### src/rtl/useq_pkg.sv
package useq_pkg;
  localparam logic [2:0] NA_CONT = 3'd0;
  localparam logic [2:0] NA_JUMP = 3'd1;
  localparam logic [2:0] NA_CALL = 3'd2;
  localparam logic [2:0] NA_RET  = 3'd3;
  localparam logic [2:0] NA_SAR  = 3'd4;

  localparam logic [1:0] CS_FALSE = 2'd0;
  localparam logic [1:0] CS_C0    = 2'd1;
  localparam logic [1:0] CS_C1    = 2'd2;
  localparam logic [1:0] CS_TRUE  = 2'd3;

  typedef enum logic [1:0] {
    SRC_UPC,
    SRC_BRANCH,
    SRC_SAR,
    SRC_STACK
  } src_e;
endpackage

### src/rtl/useq_ucode_mem.sv
module useq_ucode_mem #(
  parameter int AW = 6,
  parameter int DW = 19
) (
  input  logic          clk_i,
  input  logic          we_i,
  input  logic [AW-1:0] waddr_i,
  input  logic [DW-1:0] wdata_i,
  input  logic [AW-1:0] raddr_i,
  output logic [DW-1:0] rdata_o
);
  localparam int WORDS = 1 << AW;

  logic [DW-1:0] store_q [WORDS];

  always_ff @(posedge clk_i) begin
    if (we_i) store_q[waddr_i] <= wdata_i;
  end

  assign rdata_o = store_q[raddr_i];
endmodule

### src/rtl/useq_next_logic.sv
module useq_next_logic
  import useq_pkg::*;
(
  input  logic [2:0] nas_i,
  input  logic [1:0] csel_i,
  input  logic       cond0_i,
  input  logic       cond1_i,
  input  logic       stk_empty_i,
  output src_e       src_o,
  output logic       push_o,
  output logic       pop_o
);
  logic test;

  always_comb begin
    unique case (csel_i)
      CS_FALSE: test = 1'b0;
      CS_C0:    test = cond0_i;
      CS_C1:    test = cond1_i;
      default:  test = 1'b1;
    endcase
  end

  always_comb begin
    src_o  = SRC_UPC;
    push_o = 1'b0;
    pop_o  = 1'b0;
    if (test) begin
      case (nas_i)
        NA_JUMP: src_o = SRC_BRANCH;
        NA_CALL: begin
          src_o  = SRC_BRANCH;
          push_o = 1'b1;
        end
        NA_RET: begin
          pop_o = 1'b1;
          if (!stk_empty_i) src_o = SRC_STACK;
        end
        NA_SAR:  src_o = SRC_SAR;
        default: src_o = SRC_UPC;
      endcase
    end
  end
endmodule

### src/rtl/useq_ret_stack.sv
module useq_ret_stack #(
  parameter int AW    = 6,
  parameter int DEPTH = 4
) (
  input  logic          clk_i,
  input  logic          rst_ni,
  input  logic          push_i,
  input  logic          pop_i,
  input  logic [AW-1:0] push_data_i,
  output logic [AW-1:0] top_o,
  output logic          full_o,
  output logic          empty_o,
  output logic          err_o
);
  localparam int PW = $clog2(DEPTH + 1);
  localparam int IW = (DEPTH > 1) ? $clog2(DEPTH) : 1;

  logic [PW-1:0] sp_q;
  logic          err_q;
  logic [AW-1:0] slot_q [DEPTH];
  logic [IW-1:0] wr_idx, rd_idx;

  assign full_o  = (sp_q == PW'(DEPTH));
  assign empty_o = (sp_q == '0);
  assign wr_idx  = IW'(sp_q);
  assign rd_idx  = IW'(sp_q - 1'b1);
  assign top_o   = slot_q[rd_idx];
  assign err_o   = err_q;

  always_ff @(posedge clk_i) begin
    if (push_i && !full_o) slot_q[wr_idx] <= push_data_i;
  end

  always_ff @(posedge clk_i or negedge rst_ni) begin
    if (!rst_ni) begin
      sp_q  <= '0;
      err_q <= 1'b0;
    end else begin
      if (push_i) begin
        if (full_o) err_q <= 1'b1;
        else        sp_q  <= sp_q + 1'b1;
      end else if (pop_i) begin
        if (empty_o) err_q <= 1'b1;
        else         sp_q  <= sp_q - 1'b1;
      end
    end
  end

  p_no_overflow_r9: assert property (@(posedge clk_i) disable iff (!rst_ni)
    (push_i && full_o) |=> $stable(sp_q));
  p_no_underflow_r10: assert property (@(posedge clk_i) disable iff (!rst_ni)
    (pop_i && empty_o) |=> $stable(sp_q));
  p_err_sticky_r9: assert property (@(posedge clk_i) disable iff (!rst_ni)
    err_o |=> err_o);
  p_push_grows_r5: assert property (@(posedge clk_i) disable iff (!rst_ni)
    (push_i && !full_o) |=> (sp_q == $past(sp_q) + 1'b1));
  p_single_op_r8: assert property (@(posedge clk_i) disable iff (!rst_ni)
    !(push_i && pop_i));
endmodule

### src/rtl/useq_sequencer.sv
module useq_sequencer
  import useq_pkg::*;
#(
  parameter int AW    = 6,
  parameter int CW    = 8,
  parameter int DEPTH = 4
) (
  input  logic              clk_i,
  input  logic              rst_ni,
  input  logic              cond0_i,
  input  logic              cond1_i,
  input  logic              sar_ld_i,
  input  logic [AW-1:0]     sar_d_i,
  input  logic              ucode_we_i,
  input  logic [AW-1:0]     ucode_waddr_i,
  input  logic [CW+AW+4:0]  ucode_wdata_i,
  output logic [CW-1:0]     ctrl_o,
  output logic [AW-1:0]     uaddr_o,
  output logic              stack_err_o
);
  localparam int WW    = CW + AW + 5;
  localparam int BR_LO = 5;
  localparam int CT_LO = AW + 5;

  logic [AW-1:0] upc_q, uaddr_q, sar_q, next_addr, stk_top, branch;
  logic [WW-1:0] pl_q, fetch_word;
  logic          vld_q, push, pop, stk_full, stk_empty;
  logic [2:0]    nas;
  logic [1:0]    csel;
  src_e          src;

  assign csel   = pl_q[1:0];
  assign nas    = pl_q[4:2];
  assign branch = pl_q[BR_LO +: AW];

  useq_next_logic i_next (
    .nas_i       (nas),
    .csel_i      (csel),
    .cond0_i     (cond0_i),
    .cond1_i     (cond1_i),
    .stk_empty_i (stk_empty),
    .src_o       (src),
    .push_o      (push),
    .pop_o       (pop)
  );

  useq_ret_stack #(.AW(AW), .DEPTH(DEPTH)) i_stack (
    .clk_i       (clk_i),
    .rst_ni      (rst_ni),
    .push_i      (push),
    .pop_i       (pop),
    .push_data_i (upc_q),
    .top_o       (stk_top),
    .full_o      (stk_full),
    .empty_o     (stk_empty),
    .err_o       (stack_err_o)
  );

  always_comb begin
    unique case (src)
      SRC_BRANCH: next_addr = branch;
      SRC_SAR:    next_addr = sar_q;
      SRC_STACK:  next_addr = stk_top;
      default:    next_addr = upc_q;
    endcase
  end

  useq_ucode_mem #(.AW(AW), .DW(WW)) i_store (
    .clk_i   (clk_i),
    .we_i    (ucode_we_i),
    .waddr_i (ucode_waddr_i),
    .wdata_i (ucode_wdata_i),
    .raddr_i (next_addr),
    .rdata_o (fetch_word)
  );

  // Pipeline register holds the word at uaddr_q; upc_q already points past it.
  always_ff @(posedge clk_i or negedge rst_ni) begin
    if (!rst_ni) begin
      upc_q   <= '0;
      uaddr_q <= '0;
      pl_q    <= '0;
      sar_q   <= '0;
      vld_q   <= 1'b0;
    end else begin
      upc_q   <= next_addr + 1'b1;
      uaddr_q <= next_addr;
      pl_q    <= fetch_word;
      vld_q   <= 1'b1;
      if (sar_ld_i) sar_q <= sar_d_i;
    end
  end

  assign ctrl_o  = vld_q ? pl_q[CT_LO +: CW] : '0;
  assign uaddr_o = uaddr_q;

  p_first_fetch_r1: assert property (@(posedge clk_i) disable iff (!rst_ni)
    $rose(vld_q) |-> (uaddr_q == '0));
  p_continue_r2: assert property (@(posedge clk_i) disable iff (!rst_ni)
    (vld_q && nas == NA_CONT) |=> (uaddr_q == $past(uaddr_q) + 1'b1));
  p_jump_r4: assert property (@(posedge clk_i) disable iff (!rst_ni)
    (vld_q && nas == NA_JUMP && csel == CS_TRUE) |=> (uaddr_q == $past(branch)));
  p_call_saves_r5: assert property (@(posedge clk_i) disable iff (!rst_ni)
    (vld_q && nas == NA_CALL && csel == CS_TRUE && !stk_full)
      |=> (stk_top == $past(uaddr_q) + 1'b1));
  p_false_cont_r8: assert property (@(posedge clk_i) disable iff (!rst_ni)
    (vld_q && csel == CS_FALSE) |=> (uaddr_q == $past(uaddr_q) + 1'b1));
endmodule

### config.mk
export PLATFORM = sky130hd
export DESIGN_NAME = useq_sequencer
export DESIGN_NICKNAME = d
export VERILOG_FILES = /design/src/rtl/useq_pkg.sv /design/src/rtl/useq_ucode_mem.sv /design/src/rtl/useq_next_logic.sv /design/src/rtl/useq_ret_stack.sv /design/src/rtl/useq_sequencer.sv
export SDC_FILE = /design/constraint.sdc
export NUM_CORES = 1
export LEC_CHECK = 0
export ABC_AREA = 0
export ABC_CLOCK_PERIOD_IN_PS = 5200
export BUFFER_PORTS_ARGS = -buffer_cell sky130_fd_sc_hd__clkbuf_2
export CORE_MARGIN = 5
export CORE_UTILIZATION = 35
export CTS_CLUSTER_SIZE = 30
export DETAILED_ROUTE_END_ITERATION = 12
export HOLD_SLACK_MARGIN = 0.05
export MAX_ROUTING_LAYER = met4
export PLACE_DENSITY = 0.57
export SLEW_MARGIN = 30
export SYNTH_ARGS = -nofsm -noshare
export SYNTH_HDL_FRONTEND = slang
export SYNTH_SLANG_ARGS = --single-unit
### constraint.sdc
create_clock -name clk_i -period 5.2 [get_ports clk_i]
set_input_delay 0.26 -clock clk_i [delete_from_list [all_inputs] [get_ports clk_i]]
set_output_delay 0.26 -clock clk_i [all_outputs]
set_load 0.1 [all_outputs]
==> Word-level counts from Yosys, hierarchy flattened <==
Memories as Yosys holds them, arrays and structs flattened. A register that Yosys moved wholly into a read port is not among the register bits.
Cells that the tools add are included.
{ "classes": {"add_sub_neg": 3, "n_mux": 22, "n_reduce_logical": 10, "eq_ne": 13} }
{ "ops": {"columns": ["operator", "n"], "rows": [
  ["6-bit case mux with 3 select lines", 1],
  ["1-bit 2-to-1 mux", 12],
  ["3-bit 2-to-1 mux", 4],
  ["8-bit 2-to-1 mux", 1],
  ["6-bit by 1-bit adder with 6-bit output (second input constant)", 1],
  ["2-bit equality test (second input constant)", 3],
  ["3-bit by 2-bit equality test with 1-bit output (second input constant)", 2],
  ["3-bit equality test (second input constant)", 2],
  ["2-bit case mux with 3 select lines", 1],
  ["3-bit AND reduction", 2],
  ["2-bit by 1-bit equality test with 1-bit output (second input constant)", 2],
  ["2-bit 2-to-1 mux", 2],
  ["2-bit != test (second input constant)", 2],
  ["2-bit nonzero test", 2],
  ["3-bit by 1-bit adder with 3-bit output (second input constant)", 1],
  ["3-bit by 1-bit equality test with 1-bit output (second input constant)", 1],
  ["3-bit zero test", 1],
  ["1-bit case mux with 3 select lines", 1],
  ["3-bit by 1-bit subtractor with 3-bit output (second input constant)", 1],
  ["1-bit zero test", 2],
  ["2-bit zero test", 1],
  ["2-bit by 1-bit != test with 1-bit output (second input constant)", 1],
  ["2-bit OR reduction", 1],
  ["1-bit logical AND", 1]
]} }
{ "word_totals": {"inputBits": 37, "n_memories": 2, "register_bits": 23, "mem_bits_rw": 1240} }
{ "memory_table": {"columns": ["name", "depth", "word_bits", "read_ports", "rd_clocked_by_memory_dff", "wr", "line_no", "rtl"], "rows": [
  ["i_store.store_q", 64, 19, 1, 1, 1, "useq_ucode_mem.sv:14", "logic [DW-1:0] store_q [WORDS];"],
  ["i_stack.slot_q", 4, 6, 1, 0, 1, "useq_ret_stack.sv:20", "logic [AW-1:0] slot_q [DEPTH];"]
]} }

==> Depth between registers and ports, before layout <==
{ "logic_depth": {"word_depth": 7, "ltp_mapped": 18} }

==> Modules after synthesis <==
A second synthesis with hierarchy kept.
{ "unflattened": {"hier_cells": 2244, "area_unflattened_um2": 49321.1} }
{ "modules_own_cells": {"columns": ["module", "seq_area_each_um2", "cells_each", "n_inst", "area_each_um2"], "rows": [
  ["useq_ucode_mem", 36515.0, 2094, 1, 46733.6],
  ["useq_sequencer", 950.9, 71, 1, 1310.0],
  ["useq_ret_stack", 820.8, 68, 1, 1207.4],
  ["useq_next_logic", 0.0, 11, 1, 70.1]
]} }

==> Least setup slack after synthesis <==
Ideal clock, no wire load.
{ "synth_path": {"kind": "register to register", "start": "register i_stack.sp_q[0]", "end": "register pl_q[4] (read register of i_store.store_q)", "arrival_ps": 3495, "setup_time_ps": 115, "slack_ps": 1590, "t_required_ps": 5085, "stages_incl_launch_ff": 18, "period_less_slack_ps": 3610, "path_cell_list": "dfrtp_1 > buf_6 > inv_1 > ha_1 > clkbuf_1 > mux4_2 > and3_4 > a2111oi_4 > nor2_4 > clkinv_4 > buf_12 > buf_8 > buf_4 > mux2i_1 > o22ai_1 > nor4_1 > o32a_1 > nor2_1"} }
{ "synth_between": {"elab_chain_cells": 6, "elab_cells_between_ends": 10, "classes_between": "add/sub: 1; eq/ne: 3; mux: 4; reduce/logical: 1; memory: 1"} }
{ "synth_lines": {"columns": ["item", "line_no", "rtl"], "rows": [
  ["start: declaration", "useq_ret_stack.sv:18", "logic [PW-1:0] sp_q;"],
  ["start signal: assignment", "useq_ret_stack.sv:41", "else sp_q <= sp_q + 1'b1;"],
  ["start signal: assignment", "useq_ret_stack.sv:44", "else sp_q <= sp_q - 1'b1;"],
  ["3-bit zero test", "useq_ret_stack.sv:24", "assign empty_o = (sp_q == '0);"],
  ["2-bit 2-to-1 mux", "useq_next_logic.sv:37", "if (!stk_empty_i) src_o = SRC_STACK;"],
  ["2-bit case mux with 3 select lines", "useq_next_logic.sv:29", "case (nas_i)"],
  ["2-bit 2-to-1 mux", "useq_next_logic.sv:28", "if (test) begin"],
  ["2-bit equality test / 2-bit by 1-bit equality test with 1-bit output (equally long branches)", "useq_sequencer.sv:60", "unique case (src)"],
  ["6-bit case mux with 3 select lines *", "useq_sequencer.sv:60", null],
  ["end: declaration", "useq_sequencer.sv:26", "logic [WW-1:0] pl_q, fetch_word;"]
]} }
Every way passes the cells marked *; elsewhere a longest branch is shown, timed or not.
A chain may end at the register's enable or synchronous reset.

==> Final worst setup path <==
{ "layout_path": {"start": "register i_stack.sp_q[1]", "end": "register pl_q[14] (read register of i_store.store_q)"} }
The elaborated chain is that of the path after synthesis.

==> results.cfg <==
[run_status]
status = complete, no violations

[synth]
syn_area_per_cell_um2 = 17.6
synthArstFlopShare_pct = 3.28
syn_area_um2 = 51400
synth_nets = 2959
ys_seq_area_share_pct = 74.5
synth_area_leader_cell = edfxtp_1
syn_inst = 2916
ys.flop_type = edfxtp_1
ys_ff_latch = 1282
synth_top_area_share_pct = 72.4
synth-warning-count = 0
synthTopCellsByArea = edfxtp_1 (72%), mux2i_1 (11%), dfrtp_1 (2.0%)
ys_types = 72
synth_edf_count = 1240

[sta]
tightestPinTransition_ns = 1.07
slew_headroom_pct = 28.5
finClkSkew_ns = 0.0315
hold_violations = 0
rsz0062_at_grt = no
fin_crit_sh_pct = 87.2
layout_min_cycle_time_ns = 4.53
setup_viol = 0
fmax_mhz = 221
drv_slew = 0
setup_tns_ns = 0

[die]
start_util_pct = 35.2
rows = 140
die_x_um = 393
die_h_um = 393
die_area_um2 = 155000
ios = 52
coreArea_um2 = 146000

[setup_path]
worstPathRequired_ns = 5.82
endpoint_kind = flop
criticalPathCategory = reg -> reg
critical_path_arrival_ns = 5.15
cp_max_fo = 108
worst_setup_path_start_kind = flop

[drt]
num_vias = 27900
drt-initial-drc-count = 3076
drt-pass1-iter-count = 5
post_drt_wl_per_cell_um = 27.7
antenna_left = 0
drc_errors = 0
viasPerCell = 5.46
totalWireLength_mm = 142

[grt]
grt_usage_pct = 18.7
gr-total-overflow = 0
grt_max_degree = 109
grt_pass1_wl_mm = 202
antenna_found_initial = 2
grt_pass1_vias = 27000

[clocking]
cts_max_path_buffers = 3
post_cts_buffers = 0
clockRootBuffer = clkbuf_16
clk_latency_ns = 0.75
htree_levels = 4
cts_buffers = 130
clk_pin_slew_worst_paths_ns = 0.06
cts_tree = done
clock_sinks = 1282

[final_layout]
layout-drive-gt1-share_pct = 17.7
syn2layout_area_growth_pct = 14.6
n_fill_cell = 13100
multi_input_area_um2 = 12300
regArea_um2 = 38300
fin_nets = 3127

[place]
hpwlAfterDp_mm = 84.3
io_buffers = 51
gp_congestion = 0.857

[hold_path]
hp-class = in -> reg

[flow_run]
cap_violations = 0
[critical path: stages (launching register included)]
cell,delay [ns]
dfrtp_1,0.40
inv_1,0.14
ha_1,0.33
nand4b_1,0.25
nand2_1,0.28
a2111oi_0,0.16
or3_1,0.48
inv_8,0.11
buf_12,0.52
buf_12,0.38
mux2i_1,0.24
mux2i_1,0.09
o22ai_1,0.36
o32a_1,0.36
nor2_1,0.08
[layer usage]
metal	up-vias	global-route usage, %	wire length [µm]	part of all wire (%)
met5	-	-	0	0
met4	0	4.81	3350	2.4
met3	183	3.95	11400	8.0
met2	1033	27.9	64200	45
met1	14600	26.3	62700	44
li1	12100	-	-	-
[Yosys cell counts, types with 9 or more instances]
master       n
edfxtp_1  1240
mux2i_1    590
nor2_1     115
clkbuf_1    84
nand2_1     80
a21oi_1     79
o22ai_1     73
o221ai_1    71
mux2_2      60
dfrtp_1     42
a221o_1     38
buf_2       38
o32a_1      37
nor4_1      35
buf_4       28
mux4_2      28
nor3_1      23
inv_1       22
a31oi_1     21
nand4_1     21
o21ai_0     20
o211ai_1    19
nand3_1     18
and2_1      14
buf_1        9
buf_6        9
[flip-flops by register name, indices dropped and copies added (netlist names)]
register	count
i_store.store_q	1216
vld_q	1
sar_q	6
uaddr_o	6
i_stack.slot_q	24
upc_q	6
i_stack.sp_q	3
i_stack.err_o	1
pl_q	19
[metrics by stage]
| step | utilization [%] | hold WS (ns) | cell area, µm² | instances | setup slack (ns) |
|---|---|---|---|---|---|
| final | 40.4 | 0.165 | 58900 | 5109 | 0.668 |
| after global routing | 40.4 | 0.139 | 58900 | 5108 | 0.420 |
| after CTS | 40.4 | 0.0933 | 58900 | 5107 | 0.662 |
| after detailed placement | 37.5 | 0.468 | 54600 | 4855 | 0.662 |
| after global placement | 37.4 | 0.455 | 54600 | 4854 | 0.541 |
| after floorplan | - | -0.0356 | 51400 | 2916 | 1.59 |
[cell families (layout without fill, tap and decap cells)]
| logic type | Yosys count | count (layout) | share of synthesized area (%) |
|---|---|---|---|
| flip-flops | 1282 | 1282 | 74.5 |
| AO/OA/AOI/OAI | 399 | 399 | 5.81 |
| adder cells (fa/ha/maj) | 6 | 6 | 0.146 |
| buffers and inverters | 207 | 481 | 2.26 |
| other | 1 | 3 | 0.00729 |
| multiplexers | 678 | 678 | 14.0 |
| AND/OR/NAND/NOR | 336 | 336 | 3.16 |
| XOR/XNOR | 7 | 7 | 0.119 |
[final timing paths]
kind | from | end | depth (start not counted) | slack, ns
max in group asynchronous | rst_ni | pl_q[7]$_DFF_PN0_ | 3 | 4.41
min reg2reg | i_stack.err_o$_DFFE_PN0P_ | i_stack.err_o$_DFFE_PN0P_ | 1 | 0.51
min in group asynchronous | rst_ni | sar_q[1]$_DFFE_PN0P_ | 3 | 0.20
max | i_stack.sp_q[1]$_DFFE_PN0P_ | pl_q[14]$_DFF_PN0_ | 14 | 0.67
max reg2reg | i_stack.sp_q[1]$_DFFE_PN0P_ | pl_q[14]$_DFF_PN0_ | 14 | 0.67
min | ucode_wdata_i[17] | i_store.store_q[34][17]$_DFFE_PP_ | 2 | 0.16
[layout by cell type (no fill, tap or decap), types with 19 or more instances in the layout]
cell | netlist | routed
clkinv_1 | 1 | 23
o21ai_0 | 20 | 20
nor2_4 | 1 | 19
nand2_1 | 80 | 78
a221o_1 | 38 | 37
a21oi_1 | 79 | 78
o32a_1 | 37 | 37
clkbuf_1 | 84 | 32
nand4_1 | 21 | 21
nor2_1 | 115 | 54
clkbuf_16 | 0 | 134
buf_4 | 28 | 135
a31oi_1 | 21 | 21
clkbuf_2 | 0 | 51
inv_1 | 22 | 21
o22ai_1 | 73 | 73
mux4_2 | 28 | 28
nor4_1 | 35 | 35
o221ai_1 | 71 | 70
edfxtp_1 | 1240 | 1240
o211ai_1 | 19 | 19
dfrtp_1 | 42 | 42
clkinv_2 | 0 | 20
mux2_2 | 60 | 60
nor2_2 | 0 | 43
nor3_1 | 23 | 22
mux2i_1 | 590 | 590
[cell type report]
class	count	area share [%]
flip-flops and latches	1282	65.0
multi-input cells	1427	20.8
clock buffers	173	6.06
well taps	1917	4.07
repair buffers	216	2.91
clock inverters	65	0.920
inverters	27	0.225
diodes	2	0.00850
[timing repair]
action                    4_1_cts  5_1_grt
gates resized for setup         0        0
hold endpoints to repair       53        0
hold buffers                   14        0
Power is left out: the tool's default activity adds up to more than one toggle a clock period on the data nets, which glitch-free logic cannot reach.
